[src/rtl/bcd_leap_detect.sv]
module bcd_leap_detect (
  input  logic [3:0] yr_thou,
  input  logic [3:0] yr_hund,
  input  logic [3:0] yr_tens,
  input  logic [3:0] yr_ones,
  output logic       div_by4,
  output logic       div_by100,
  output logic       div_by400,
  output logic       leap_year,
  output logic       bad_digit
);

  // Two-digit multiple-of-4 rule: an even upper digit needs the lower digit in {0,4,8},
  // an odd upper digit needs it in {2,6}. Valid digits make bit 1 and bit 0 enough.
  function automatic logic quad_rule(input logic upper_odd, input logic [3:0] lower);
    return upper_odd ? (lower[1] & ~lower[0]) : (~lower[1] & ~lower[0]);
  endfunction

  function automatic logic over_nine(input logic [3:0] d);
    return d[3] & (d[2] | d[1]);
  endfunction

  logic low_pair_zero;

  assign low_pair_zero = ~|{yr_tens, yr_ones};
  assign bad_digit     = over_nine(yr_thou) | over_nine(yr_hund)
                       | over_nine(yr_tens) | over_nine(yr_ones);

  assign div_by4   = quad_rule(yr_tens[0], yr_ones);
  assign div_by100 = low_pair_zero;
  assign div_by400 = low_pair_zero & quad_rule(yr_thou[0], yr_hund);
  assign leap_year = ~bad_digit & ((div_by4 & ~div_by100) | div_by400);

  always_comb begin
    a_r1_div4_even_ones: assert (bad_digit || !div_by4 || !yr_ones[0]);
    a_r2_century_implies_div4: assert (!div_by100 || div_by4);
    a_r3_div400_needs_div100: assert (!div_by400 || div_by100);
    a_r4_leap_needs_div4: assert (!leap_year || div_by4);
    a_r6_bad_blocks_leap: assert (!(bad_digit && leap_year));
  end

endmodule

[config.mk]
export PLATFORM = sky130hd
export DESIGN_NAME = bcd_leap_detect
export DESIGN_NICKNAME = d
export VERILOG_FILES = /design/src/rtl/bcd_leap_detect.sv
export SDC_FILE = /design/constraint.sdc
export NUM_CORES = 1
export LEC_CHECK = 0
export BUFFER_PORTS_ARGS = -buffer_cell sky130_fd_sc_hd__buf_2
export CAP_MARGIN = 15
export CORE_AREA = 5 5 42 44
export DETAILED_ROUTE_END_ITERATION = 10
export DIE_AREA = 0 0 47 49
export PLACE_DENSITY = 0.41
export SETUP_SLACK_MARGIN = 0.05
export SKIP_LAST_GASP = 1
export SLEW_MARGIN = 5
export SYNTH_ARGS = -nofsm -noshare
export SYNTH_HDL_FRONTEND = slang
export SYNTH_SLANG_ARGS = --single-unit
[constraint.sdc]
create_clock -name vclk -period 3
set_clock_uncertainty 0.1 [all_clocks]
set_input_delay 0.6 -clock vclk [all_inputs]
set_output_delay 0.6 -clock vclk [all_outputs]
set_load 0.01 [all_outputs]
Yosys cells after proc, flatten, opt, wreduce, memory -nomap -nowiden
Index checks and enable logic that the tools add are counted.

Bitwise operators: 24. Add/subtract/negate cells: 0. Reductions and logical operators: 2. Div/mod/pow operators: 0. Multipliers: 0. $lt $le $gt $ge: 0. Shift-type cells: 0. Eq/ne operators: 0. Muxes and demuxes: 2.

Operators by type and width (number): bitwise AND 1 bit (11); bitwise OR 1 bit (8); OR reduction 8 bit (1); NOT 1 bit (5); two-way mux 1 bit (2); zero test 1 bit (1).

Memories: 0. Register bits after elaboration: 0. Latch bits: 0. Logic and storage cells: 28. RAM bits: 0. ROM bits: 0. Bits of input ports: 16.

Logic depth before layout (Yosys ltp)
Depth after elaboration: 7. Gate-level depth with buffers: 3.

Worst setup path after synthesis
No wires, ideal clock.

Kind: input -> output. From: input yr_tens[3]. To: output leap_year. Path buffers: 0. Stages on the path: 3. Slack: 1.076 ns. Data arrival time: 1.224 ns. Path through: nor4_4 nand4b_1 a21oi_2.

Word-level cells in the longest chain between the ends: 5. Elaborated cells on any way between the ends: 10.

Ends and longest elaborated chain: start, declared (RTL line 4) `input logic [3:0] yr_tens,`; OR reduction 8 bit or bitwise AND 1 bit (tied branches) (RTL line 25, 20); zero test 1 bit or bitwise OR 1 bit (tied branches) (RTL line 25, 27); bitwise AND 1 bit or bitwise OR 1 bit (tied branches) (RTL line 31, 27); bitwise OR 1 bit or NOT 1 bit (tied branches) (RTL line 32) `assign leap_year = ~bad_digit & ((div_by4 & ~div_by100) | div_by400);`; bitwise AND 1 bit (*) (RTL line 32); end, declared (RTL line 9) `output logic leap_year,`.

Mark *: on every way between the ends. The rest lies on a longest branch, timed or not.

Worst setup path after layout
From: input yr_tens[1]. To: output leap_year.

Word-level cells in the longest chain between the ends: 6. Elaborated cells on any way between the ends: 11.

Ends and longest elaborated chain: bitwise OR 1 bit (RTL line 20) `return d[3] & (d[2] | d[1]);`; bitwise AND 1 bit (RTL line 20); bitwise OR 1 bit (2 in series) (RTL line 27) `| over_nine(yr_tens) | over_nine(yr_ones);`; NOT 1 bit (RTL line 32); bitwise AND 1 bit (*) (RTL line 32).

Marked as above.

==> metrics <==
status complete, no violations; Die Height approximately 50 um; XOR/XNOR share of the synthesized area roughly 14%; CTS resizes 0; layout net count 54; Post-CTS Setup Inserts 0; first-pass GRT wire length just under 1000 um; starting density of the core a little under a tenth; WL/cell around 11 um; Overflow after GRT 0; WL final ~580 um; Final period util 73.9%; synth warn 0; Via Count a little over 200; die extent in x ~47 um; hold buffers post-CTS 0; # IOs 21; total track usage between 5 and 6%; number of remaining DRC errors 0; Max VDD drop just over 30 uV; n_diodes 0; vias per cell slightly below 4; total chip power 28.2 uW; Post-Synth Simple-Gate Area between 50% and 60%; largest family of logic cells by synthesized area simple AND/OR/NAND/NOR gates; Seq. cell area 0 um^2; Min Hold Slack between 1 and 1.5 ns; largest net degree at the start of global routing 4; syn nets 31; share of cells above drive strength 1 69.4%; Synth Area in Compound Gates 30.4%; sequential-to-total area share from yosys stat 0%; Syn-to-layout area delta 98.0%; Syn Inst Count 15; Iter 0 DRT Violations 1; DRT Pass-1 Iters 2; core area between 1000 and 1500 um^2; RSZ-0062 raised after global routing no; Critical Path Source yr_tens[1]; P per Cell Area 112 nW/um^2; CLK BUF 0; Worst EP arrival roughly 1.5 ns; Slew @ Worst Pin around 0.25 ns; Critical Path End Type primary output; leakage power about 0.12 nW; Yosys cell types 12; mapped cell area between 100 and 150 um^2; critical path data required time approximately 2.3 ns; IO buf count 21; number of sequential cells 0; Antenna Violating Nets Remaining 0; Die ar. around 2300 um^2; # setup viols final 0; worst-path fanout max 3; post-synthesis adder-cell area fraction 0%; GP Congestion 0.652; Peak Freq 451 MHz; Hold Fails Final Rpt 0; fin util a little under a fifth; Max-cap violations 0; worst hold-check path type in2out; initial antenna violation count 0; Fin Setup TNS 0 ns; Setup crit start kind input port; Critical path destination leap_year; Avg Cell Area, Syn roughly 8.5 um^2; kind of critical path in2out; vias in the first global route roughly 220; row cnt 14; max_slew headroom between 80% and 90%; Period minus WS final approximately 2.2 ns; post-synthesis mux area share 0%; max-slew violation count 0
-- stage by stage --
step	cell area [um^2]	setup WS [ns]	instances
6_report	253	0.783	52
5_1_grt	253	0.674	52
4_1_cts	253	0.772	52
3_5_place_dp	253	0.772	52
3_3_place_gp	253	0.773	52
2_1_floorplan	128	1.08	15
-- metal layers --
metal  up-vias  GRT usage (%)  part of all wire (%)  wire length (um)
met1        81           9.78                    56               324
met4         0              0                     0                 0
li1        102              -                     -                 -
met5         -              0                     0                 0
met3         0           1.85                    23               135
met2        21           5.43                    20               118
-- final cells by class --
type | instances | area [um^2]
fill | 170 | 1150
multi-input combinational | 14 | 124
timing repair buffer | 21 | 105
tap | 16 | 20.0
inverter | 1 | 3.75
-- worst max-delay path, stage by stage --
cell      delay (ns)
buf_2           0.12
nor4_4          0.31
nand4b_1        0.20
a21oi_2         0.15
buf_2           0.14
-- cell usage after synthesis, drive strengths merged --
master,count,area share (%)
nor4,2,33
o21ai,4,16
inv,1,2.9
and2,1,4.9
nor2,1,2.9
a211o,1,7.8
a21oi,1,6.9
xnor2,1,6.9
nand4,1,4.9
nand4b,1,6.9
xor2,1,6.9
-- cells in the final DEF (no fill, tap or decap) --
cell type / count
o21ai_0: 3
buf_2: 21
a211o_2: 1
inv_1: 1
a21oi_2: 1
nor4_4: 2
nand4b_1: 1
xor2_1: 1
nor2_1: 1
xnor2_1: 1
nand4_1: 1
o21ai_1: 1
and2_1: 1
-- how the worst min path moves through the flow --
stage | to | depth (start not counted) | startpoint
after floorplan | div_by4 | 1 | yr_ones[0]
after global placement | div_by4 | 3 | yr_ones[0]
after detailed placement | div_by4 | 3 | yr_ones[0]
after CTS | div_by4 | 3 | yr_ones[0]
after global routing | div_by4 | 3 | yr_ones[0]
final | div_by4 | 3 | yr_ones[0]
-- report_power, final --
group / internal, mW / switching, mW
Sequential: 0 / 0
Combinational: 0.0141 / 0.0140
Clock: 0 / 0
Total: 0.0141 / 0.0140
-- cells by family after synthesis --
group	Yosys count
AO/OA/AOI/OAI	6
XOR/XNOR	2
buffers and inverters	1
AND/OR/NAND/NOR	6
Power figures use the tool's default switching activity.
